==> src/rtl/db_pkg.sv <==
// Package: shared register addresses for the doorbell controller.
// Assumes a 2-bit register select on each processor port.
package db_pkg;
    typedef enum logic [1:0] {
        RA_POST = 2'd0,   // write-one-to-set outgoing flags
        RA_ACK  = 2'd1,   // write-one-to-clear incoming flags
        RA_STAT = 2'd2,   // read-only {incoming, outgoing}
        RA_MASK = 2'd3    // {free mask, occupied mask}
    } reg_addr_e;
endpackage

==> src/rtl/db_flag_array.sv <==
// Module: one direction of subchannel flags (sender -> receiver).
// Each flag is set only by the sender's set vector and freed only by the
// receiver's clear vector; a set in the same cycle as a clear wins.
// Assumes set/clear vectors are single-cycle strobes from the banks.
module db_flag_array #(
    parameter int NUM_CH = 6
) (
    input  logic              clk,
    input  logic              rst_n,
    input  logic [NUM_CH-1:0] set_i,
    input  logic [NUM_CH-1:0] clr_i,
    output logic [NUM_CH-1:0] flag_o
);
    for (genvar i = 0; i < NUM_CH; i++) begin : g_flag
        // Purpose: hold one subchannel flag, set has priority over clear.
        always_ff @(posedge clk) begin
            if (!rst_n)        flag_o[i] <= 1'b0;
            else if (set_i[i]) flag_o[i] <= 1'b1;
            else if (clr_i[i]) flag_o[i] <= 1'b0;
        end
    end

    // a posted bit is occupied the next cycle
    a_r2_post_sets: assert property (@(posedge clk) disable iff (!rst_n)
        (|set_i) |=> ((flag_o & $past(set_i)) == $past(set_i)));
    // an acknowledged bit without a concurrent post is free next cycle
    a_r3_ack_frees: assert property (@(posedge clk) disable iff (!rst_n)
        (|(clr_i & ~set_i)) |=> ((flag_o & $past(clr_i & ~set_i)) == '0));
    // flags move only on a strobe
    a_r4_hold: assert property (@(posedge clk) disable iff (!rst_n)
        (set_i == '0 && clr_i == '0) |=> $stable(flag_o));
    // post and acknowledge together leave the flag occupied
    a_r5_set_wins: assert property (@(posedge clk) disable iff (!rst_n)
        (|(set_i & clr_i)) |=> ((flag_o & $past(set_i & clr_i)) == $past(set_i & clr_i)));
endmodule

==> src/rtl/db_reg_bank.sv <==
// Module: one processor's private register bank.
// Decodes post/acknowledge writes into strobes, holds the interrupt masks
// and returns registered read data one cycle after the request.
// Assumes req is a single-cycle strobe; writes and reads share the port.
module db_reg_bank
    import db_pkg::*;
#(
    parameter int NUM_CH = 6,
    localparam int REG_W = 2 * NUM_CH
) (
    input  logic              clk,
    input  logic              rst_n,
    input  logic              req_i,
    input  logic              we_i,
    input  logic [1:0]        addr_i,
    input  logic [REG_W-1:0]  wdata_i,
    output logic [REG_W-1:0]  rdata_o,
    input  logic [NUM_CH-1:0] out_flags_i,
    input  logic [NUM_CH-1:0] in_flags_i,
    output logic [NUM_CH-1:0] set_o,
    output logic [NUM_CH-1:0] clr_o,
    output logic [NUM_CH-1:0] occ_mask_o,
    output logic [NUM_CH-1:0] free_mask_o
);
    reg_addr_e  sel;
    logic       wr_en;
    logic       rd_en;
    logic [REG_W-1:0] mask_q;

    assign sel   = reg_addr_e'(addr_i);
    assign wr_en = req_i && we_i;
    assign rd_en = req_i && !we_i;

    // Purpose: decode write strobes for the flag arrays.
    always_comb begin
        set_o = '0;
        clr_o = '0;
        if (wr_en && sel == RA_POST) set_o = wdata_i[NUM_CH-1:0];
        if (wr_en && sel == RA_ACK)  clr_o = wdata_i[NUM_CH-1:0];
    end

    // Purpose: hold the mask register, all masked after reset.
    always_ff @(posedge clk) begin
        if (!rst_n)                       mask_q <= '1;
        else if (wr_en && sel == RA_MASK) mask_q <= wdata_i;
    end

    assign occ_mask_o  = mask_q[NUM_CH-1:0];
    assign free_mask_o = mask_q[REG_W-1:NUM_CH];

    // Purpose: register read data one cycle after a read request.
    always_ff @(posedge clk) begin
        if (!rst_n) begin
            rdata_o <= '0;
        end else if (rd_en) begin
            unique case (sel)
                RA_STAT: rdata_o <= {in_flags_i, out_flags_i};
                RA_MASK: rdata_o <= mask_q;
                default: rdata_o <= '0;
            endcase
        end
    end

    // status read returns the flags seen at the request edge
    a_r6_stat_read: assert property (@(posedge clk) disable iff (!rst_n)
        (rd_en && sel == RA_STAT) |=> (rdata_o == {$past(in_flags_i), $past(out_flags_i)}));
    // a mask write is visible on the mask outputs next cycle
    a_r7_mask_write: assert property (@(posedge clk) disable iff (!rst_n)
        (wr_en && sel == RA_MASK) |=> ({free_mask_o, occ_mask_o} == $past(wdata_i)));
endmodule

==> src/rtl/db_irq_agg.sv <==
// Module: aggregates one processor's per-channel conditions into its two
// level interrupts. A mask bit of 1 blocks that channel.
// Assumes flags and masks come from registers (output is combinational).
module db_irq_agg #(
    parameter int NUM_CH = 6
) (
    input  logic [NUM_CH-1:0] in_flags_i,
    input  logic [NUM_CH-1:0] out_flags_i,
    input  logic [NUM_CH-1:0] occ_mask_i,
    input  logic [NUM_CH-1:0] free_mask_i,
    output logic              rx_irq_o,
    output logic              tx_irq_o
);
    logic [NUM_CH-1:0] rx_hit;
    logic [NUM_CH-1:0] tx_hit;

    for (genvar i = 0; i < NUM_CH; i++) begin : g_ch
        assign rx_hit[i] = in_flags_i[i] && !occ_mask_i[i];
        assign tx_hit[i] = !out_flags_i[i] && !free_mask_i[i];
    end

    assign rx_irq_o = |rx_hit;
    assign tx_irq_o = |tx_hit;
endmodule

==> src/rtl/doorbell_ctrl.sv <==
// Module: top of the dual-processor doorbell controller.
// Two flag arrays (one per direction), two private register banks and two
// interrupt aggregators. Processor 1 sends on flags_12 and receives on
// flags_21; processor 2 the reverse.
// Assumes both processors share clk and the synchronous active-low reset.
module doorbell_ctrl #(
    parameter int NUM_CH = 6,
    localparam int REG_W = 2 * NUM_CH
) (
    input  logic             clk,
    input  logic             rst_n,
    input  logic             p1_req,
    input  logic             p1_we,
    input  logic [1:0]       p1_addr,
    input  logic [REG_W-1:0] p1_wdata,
    output logic [REG_W-1:0] p1_rdata,
    output logic             p1_rx_irq,
    output logic             p1_tx_irq,
    input  logic             p2_req,
    input  logic             p2_we,
    input  logic [1:0]       p2_addr,
    input  logic [REG_W-1:0] p2_wdata,
    output logic [REG_W-1:0] p2_rdata,
    output logic             p2_rx_irq,
    output logic             p2_tx_irq
);
    logic [NUM_CH-1:0] flags_12, flags_21;
    logic [NUM_CH-1:0] p1_set, p1_clr, p2_set, p2_clr;
    logic [NUM_CH-1:0] p1_occ_m, p1_free_m, p2_occ_m, p2_free_m;

    db_flag_array #(.NUM_CH(NUM_CH)) u_flags_12 (
        .clk(clk), .rst_n(rst_n), .set_i(p1_set), .clr_i(p2_clr), .flag_o(flags_12));
    db_flag_array #(.NUM_CH(NUM_CH)) u_flags_21 (
        .clk(clk), .rst_n(rst_n), .set_i(p2_set), .clr_i(p1_clr), .flag_o(flags_21));

    db_reg_bank #(.NUM_CH(NUM_CH)) u_bank_1 (
        .clk(clk), .rst_n(rst_n), .req_i(p1_req), .we_i(p1_we), .addr_i(p1_addr),
        .wdata_i(p1_wdata), .rdata_o(p1_rdata), .out_flags_i(flags_12),
        .in_flags_i(flags_21), .set_o(p1_set), .clr_o(p1_clr),
        .occ_mask_o(p1_occ_m), .free_mask_o(p1_free_m));
    db_reg_bank #(.NUM_CH(NUM_CH)) u_bank_2 (
        .clk(clk), .rst_n(rst_n), .req_i(p2_req), .we_i(p2_we), .addr_i(p2_addr),
        .wdata_i(p2_wdata), .rdata_o(p2_rdata), .out_flags_i(flags_21),
        .in_flags_i(flags_12), .set_o(p2_set), .clr_o(p2_clr),
        .occ_mask_o(p2_occ_m), .free_mask_o(p2_free_m));

    db_irq_agg #(.NUM_CH(NUM_CH)) u_irq_1 (
        .in_flags_i(flags_21), .out_flags_i(flags_12), .occ_mask_i(p1_occ_m),
        .free_mask_i(p1_free_m), .rx_irq_o(p1_rx_irq), .tx_irq_o(p1_tx_irq));
    db_irq_agg #(.NUM_CH(NUM_CH)) u_irq_2 (
        .in_flags_i(flags_12), .out_flags_i(flags_21), .occ_mask_i(p2_occ_m),
        .free_mask_i(p2_free_m), .rx_irq_o(p2_rx_irq), .tx_irq_o(p2_tx_irq));

    // a fully masked processor never sees a receive interrupt
    a_r8_rx_masked: assert property (@(posedge clk) disable iff (!rst_n)
        (&p1_occ_m) |-> !p1_rx_irq);
    // receive interrupt needs an occupied incoming flag
    a_r8_rx_needs_flag: assert property (@(posedge clk) disable iff (!rst_n)
        (flags_12 == '0) |-> !p2_rx_irq);
    // a fully masked processor never sees a transmit interrupt
    a_r9_tx_masked: assert property (@(posedge clk) disable iff (!rst_n)
        (&p2_free_m) |-> !p2_tx_irq);
    // transmit interrupt needs a free outgoing flag
    a_r9_tx_needs_free: assert property (@(posedge clk) disable iff (!rst_n)
        (&flags_12) |-> !p1_tx_irq);
endmodule

==> config.mk <==
export PLATFORM = sky130hd
export DESIGN_NAME = doorbell_ctrl
export DESIGN_NICKNAME = d
export VERILOG_FILES = /design/src/rtl/db_pkg.sv /design/src/rtl/db_flag_array.sv /design/src/rtl/db_reg_bank.sv /design/src/rtl/db_irq_agg.sv /design/src/rtl/doorbell_ctrl.sv
export SDC_FILE = /design/constraint.sdc
export NUM_CORES = 1
export LEC_CHECK = 0
export BUFFER_PORTS_ARGS = -buffer_cell sky130_fd_sc_hd__buf_2
export CAP_MARGIN = 20
export CORE_MARGIN = 2
export CORE_UTILIZATION = 57
export CTS_CLUSTER_DIAMETER = 200
export DETAILED_ROUTE_END_ITERATION = 10
export PLACE_DENSITY = 0.9
export SETUP_SLACK_MARGIN = 0.5
export SYNTH_ARGS = -nofsm -noshare
export SYNTH_HDL_FRONTEND = slang
export SYNTH_SLANG_ARGS = --single-unit
==> constraint.sdc <==
create_clock -name clk -period 2.2 [get_ports clk]
set_input_delay 0.11 -clock clk [delete_from_list [all_inputs] [get_ports clk]]
set_output_delay 0.11 -clock clk [all_outputs]
set_load 0.02 [all_outputs]
After elaboration in Yosys (flattened, before gate mapping) --
Index checks and enable logic that the tools add are counted.
Operators by class: reduce and logical (&&, ||, !) cells 90, shift operators 0, magnitude comparators 0, bitwise logic cells 0, equality and inequality tests 6, divide/modulo/power cells 0, mux-type cells 30, $mul 0, add/subtract/negate cells 0
Operators with widths (count):
- one-hot mux 12 bit (2 select lines) | 2
- logical NOT 1 bit | 38
- logical AND 1 bit | 34
- 2-to-1 mux 1 bit | 24
- 2-to-1 mux 6 bit | 4
- nonzero test 2 bit | 12
- OR reduction 6 bit | 4
- equality test 2 bit, second input constant | 4
- equality test 2 x 1 -> 1 bit, second input constant | 2
- logical NOT 2 bit | 2
Word-level totals: memory bits (read-only) 0, output and inout bits 28, memories 0, memory bits (writable) 0, bits in latches 0, bits in registers 60

Logic depth before layout (Yosys ltp) --
depth after elaboration 5, mapped depth 6

Hierarchy --
Synthesis repeated with hierarchy kept, for this count alone.
Unflattened totals: cell total of the unflattened synthesis 284, area, all modules 3100.5 um^2
By module, submodules not included:
- db_reg_bank | instances 2, area an instance 1229.9 um^2, cells an instance 110, seq. area each 480.5 um^2
- db_flag_array | instances 2, area an instance 247.7 um^2, cells an instance 18, seq. area each 120.1 um^2
- db_irq_agg | instances 2, area an instance 72.6 um^2, cells an instance 14, seq. area each 0.0 um^2

Worst setup path before layout --
Ideal clock, no wire load.
kind reg2out, from register u_flags_21.flag_o[2], to output p1_rx_irq, slack 1199 ps, cell stages (with the launch flop) 4, required time 2090 ps, path buffers 0, arrival 891 ps, cell sequence dfxtp_1 -> inv_1 -> o22ai_1 -> or3_1
Between the ends: cells in the longest elaborated chain, start to end 2
RTL lines:
- start, declared | RTL line db_flag_array.sv:12 | output logic [NUM_CH-1:0] flag_o
- start signal, assigned by index | RTL line db_flag_array.sv:17 | if (!rst_n) flag_o[i] <= 1'b0;
- start signal, assigned by index | RTL line db_flag_array.sv:18 | else if (set_i[i]) flag_o[i] <= 1'b1;
- start signal, assigned by index | RTL line db_flag_array.sv:19 | else if (clr_i[i]) flag_o[i] <= 1'b0;
- logical AND 1 bit | RTL line db_irq_agg.sv:18 | assign rx_hit[i] = in_flags_i[i] && !occ_mask_i[i];
- OR reduction 6 bit | RTL line db_irq_agg.sv:22 | assign rx_irq_o = |rx_hit;
- end, declared | RTL line doorbell_ctrl.sv:17 | output logic p1_rx_irq,
No other way between the ends.

Worst setup path after layout --
Ends and elaborated chain as after synthesis.

==> impl_metrics.env <==
export IMPL_p_leak_nw=1.398
export IMPL_synth_simple_gate_area_share_pct=23.81
export IMPL_worst_slack_ns=0.6539
export IMPL_synth_top_family_by_area="simple AND/OR/NAND/NOR gates"
export IMPL_grt_pass1_wl_mm=11.04
export IMPL_final_antenna_net_count=0
export IMPL_worstPathArrival_ns=1.44
export IMPL_setup_viol=0
export IMPL_tns_ns=0
export IMPL_layout_common_cells="buf_2, nand2_1, dfxtp_1"
export IMPL_cpLargestDelayFamily="simple AND/OR/NAND/NOR gates"
export IMPL_yosys_area_share_adder_pct=0
export IMPL_die_y_um=72.78
export IMPL_stdcell_count=413
export IMPL_cts_max_level=3
export IMPL_dr_first_iter_drc_count=308
export IMPL_start_util_pct=58.24
export IMPL_hpwlAfterDp_mm=4.742
export IMPL_grt_max_degree=34
export IMPL_fmax_mhz=646.8
export IMPL_rrSetupSlack_ns=1.15
export IMPL_dp_cells=386
export IMPL_relSlewSlack_pct=63.80
export IMPL_holdBufCountCts=11
export IMPL_place_ws_ns=0.8528
export IMPL_critPathCaptureType="output pin"
export IMPL_rows=25
export IMPL_cap_violations=0
export IMPL_synth_area_mux_share_pct=10.30
export IMPL_required_ns=2.09
export IMPL_wl_per_cell_um=16.91
export IMPL_yosys_warnings=0
export IMPL_syn_nets=325
export IMPL_rsz0062_at_grt="false"
export IMPL_cts_buffers=9
export IMPL_multi_input_area_um2=1310
export IMPL_startpoint_type="flip-flop"
export IMPL_cts_root_buffer="clkbuf_8"
export IMPL_core_um2=4629
export IMPL_cts_resized=0
export IMPL_min_period_ns=1.546
export IMPL_drv_slew=0
export IMPL_syn_area_per_cell_um2=9.266
export IMPL_fin_skew_ns=0.007186
export IMPL_peakVddDrop_uv=419.6
export IMPL_viasPerCell=6.058
export IMPL_final_nets=388
export IMPL_hold_end="u_bank_1.mask_q[6]"
export IMPL_synth_cell_area_um2=2696
export IMPL_r2r_end="u_bank_2.rdata_o[6]"
export IMPL_cp_slowest_stage_delay_ns=0.39
export IMPL_dr_total_vias=2502
export IMPL_fill_cells=348
export IMPL_cts_sinks=60
export IMPL_finalHoldViolCount=0
export IMPL_status="finished, final reports clean"
export IMPL_crit_type="flip-flop to output pin"
export IMPL_postCtsSetupBuffers=0
export IMPL_port_buffers=61
export IMPL_clockBufferDepth=2
export IMPL_dieArea_um2=5297
export IMPL_antenna_found_initial=0
export IMPL_cts_tree="yes"
export IMPL_synth_cell_type_count=27
export IMPL_drc=0
export IMPL_synth_xor_area_share_pct=0
export IMPL_cp_slowest_cell="or3_1"
export IMPL_groute_usage_overall_pct=27.66
export IMPL_grt_pass1_vias=2281
export IMPL_yosys_top_cells_area="dfxtp_1, mux2_2, nand2_1"
export IMPL_fin_crit_sh_pct=70.28
export IMPL_clkLatencyLatePin_ns=0.34
export IMPL_drive_gt1_share_pct=29.25
export IMPL_drtPass1Iterations=6
export IMPL_overflow=0
export IMPL_hold_depth=3
export IMPL_wirelength_mm=6.983
export IMPL_worstHoldStart="p1_wdata[6]"
export IMPL_crit_chain="inv_1, o22ai_1, or3_1, buf_2"
export IMPL_synth_top_area_share_pct=44.55
export IMPL_num_io_pins=62
export IMPL_min_path_type="primary input to flip-flop"
export IMPL_yosysSeqAreaShare_pct=44.55
export IMPL_regArea_um2=1201
export IMPL_rr_worst_depth=3
export IMPL_critPathMaxFanout=5
export IMPL_place_gp_congestion=0.9148
export IMPL_p_per_area_nw_per_um2=748.0
export IMPL_clkTransAtPathRegs_ns=0.07
export IMPL_synth_compound_area_share_pct=14.48
export IMPL_layout_commonest_cell="buf_2"
export IMPL_tightest_slew_ns=0.5414
export IMPL_die_w_um=72.78
export IMPL_syn_instance_count=291
export IMPL_worst_path_buf_inv=2
export IMPL_synth_seq_cells=60
export IMPL_rr_startpoint="u_flags_12.flag_o[0]"
export IMPL_n_antenna_cell=0
export IMPL_syn_to_final_growth_pct=20.28
export IMPL_yosysTopAreaCell="dfxtp_1"
state kept, by name, indices dropped and copies added, names as in the netlist:
register,cells
u_bank_1.rdata_o,12
u_flags_21.flag_o,6
u_bank_1.mask_q,12
u_bank_2.mask_q,12
u_bank_2.rdata_o,12
u_flags_12.flag_o,6
synthesized netlist by cell type:
cell type  instances
dfxtp_1           60
nand2_1           60
nand3_1           24
nor2b_1           24
a22oi_1           22
mux2_2            22
a32o_1            12
inv_1             12
o22ai_1           10
buf_2              7
clkbuf_1           7
buf_6              5
a22oi_2            2
and3b_1            2
and4_4             2
mux2_4             2
nand2b_1           2
nand4_1            2
nand4b_1           2
nor2_1             2
nor2_4             2
o221ai_1           2
or3_1              2
and4b_1            1
and4b_2            1
buf_4              1
buf_8              1
worst register-to-register path: stages (launching register included):
cell	delay (ns)
dfxtp_1	0.38
mux2_4	0.29
a22oi_1	0.18
nor2b_1	0.09
layout make-up:
cell class | instances | area share (%)
Timing Repair Buffer | 73 | 13.04
Clock inverter | 1 | 0.9259
Sequential cell | 60 | 37.04
Inverter | 12 | 1.389
Tap cell | 54 | 2.083
Multi-Input combinational cell | 198 | 40.39
Clock buffer | 15 | 5.131
power breakdown:
group | internal [mW] | switching [mW]
logic | 0.128 | 0.149
registers | 1.12 | 0.0294
clock network | 0.588 | 0.410
per-layer routing:
metal / wire length [um] / part of all wire, % / vias to the layer above / global-route usage [%]
met5: 0 / 0 / - / 0
met4: 187 / 2.7 / 0 / 12.55
met3: 620 / 8.9 / 27 / 7.459
met2: 3280 / 47 / 156 / 43.64
met1: 2895 / 41 / 1163 / 35.40
li1: - / - / 1156 / -
logic make-up after synthesis:
kind of cell | count (synthesis)
and+or+nand+nor | 126
AOI/OAI and AO/OA | 48
buffers and inverters | 33
DFF | 60
muxes | 24
through the flow:
step	hold slack, ns	utilization, %	power (mW)	cell area [um2]
after detailed placement	0.3208	63.43	1.429	2937
after CTS	0.01094	70.05	2.423	3243
after floorplan	0.2342	-	1.346	2696
final	0.006646	70.05	2.426	3243
after global placement	0.3218	63.43	1.420	2937
after global routing	0.03088	70.05	2.490	3243
how the worst max path moves through the flow:
stage                     slack (ns)                 start  cells past startpoint             endpoint
final                           0.65  u_flags_21.flag_o[2]                      4            p1_rx_irq
after global routing            0.62  u_flags_21.flag_o[2]                      4            p1_rx_irq
after CTS                       0.67  u_flags_12.flag_o[3]                      4            p2_rx_irq
after detailed placement        0.85            p2_addr[0]                      4   u_bank_2.mask_q[5]
after global placement          0.92            p2_addr[0]                      4  u_bank_2.mask_q[10]
after floorplan                 1.20  u_flags_21.flag_o[2]                      3            p1_rx_irq
Power figures use the tool's default switching activity.
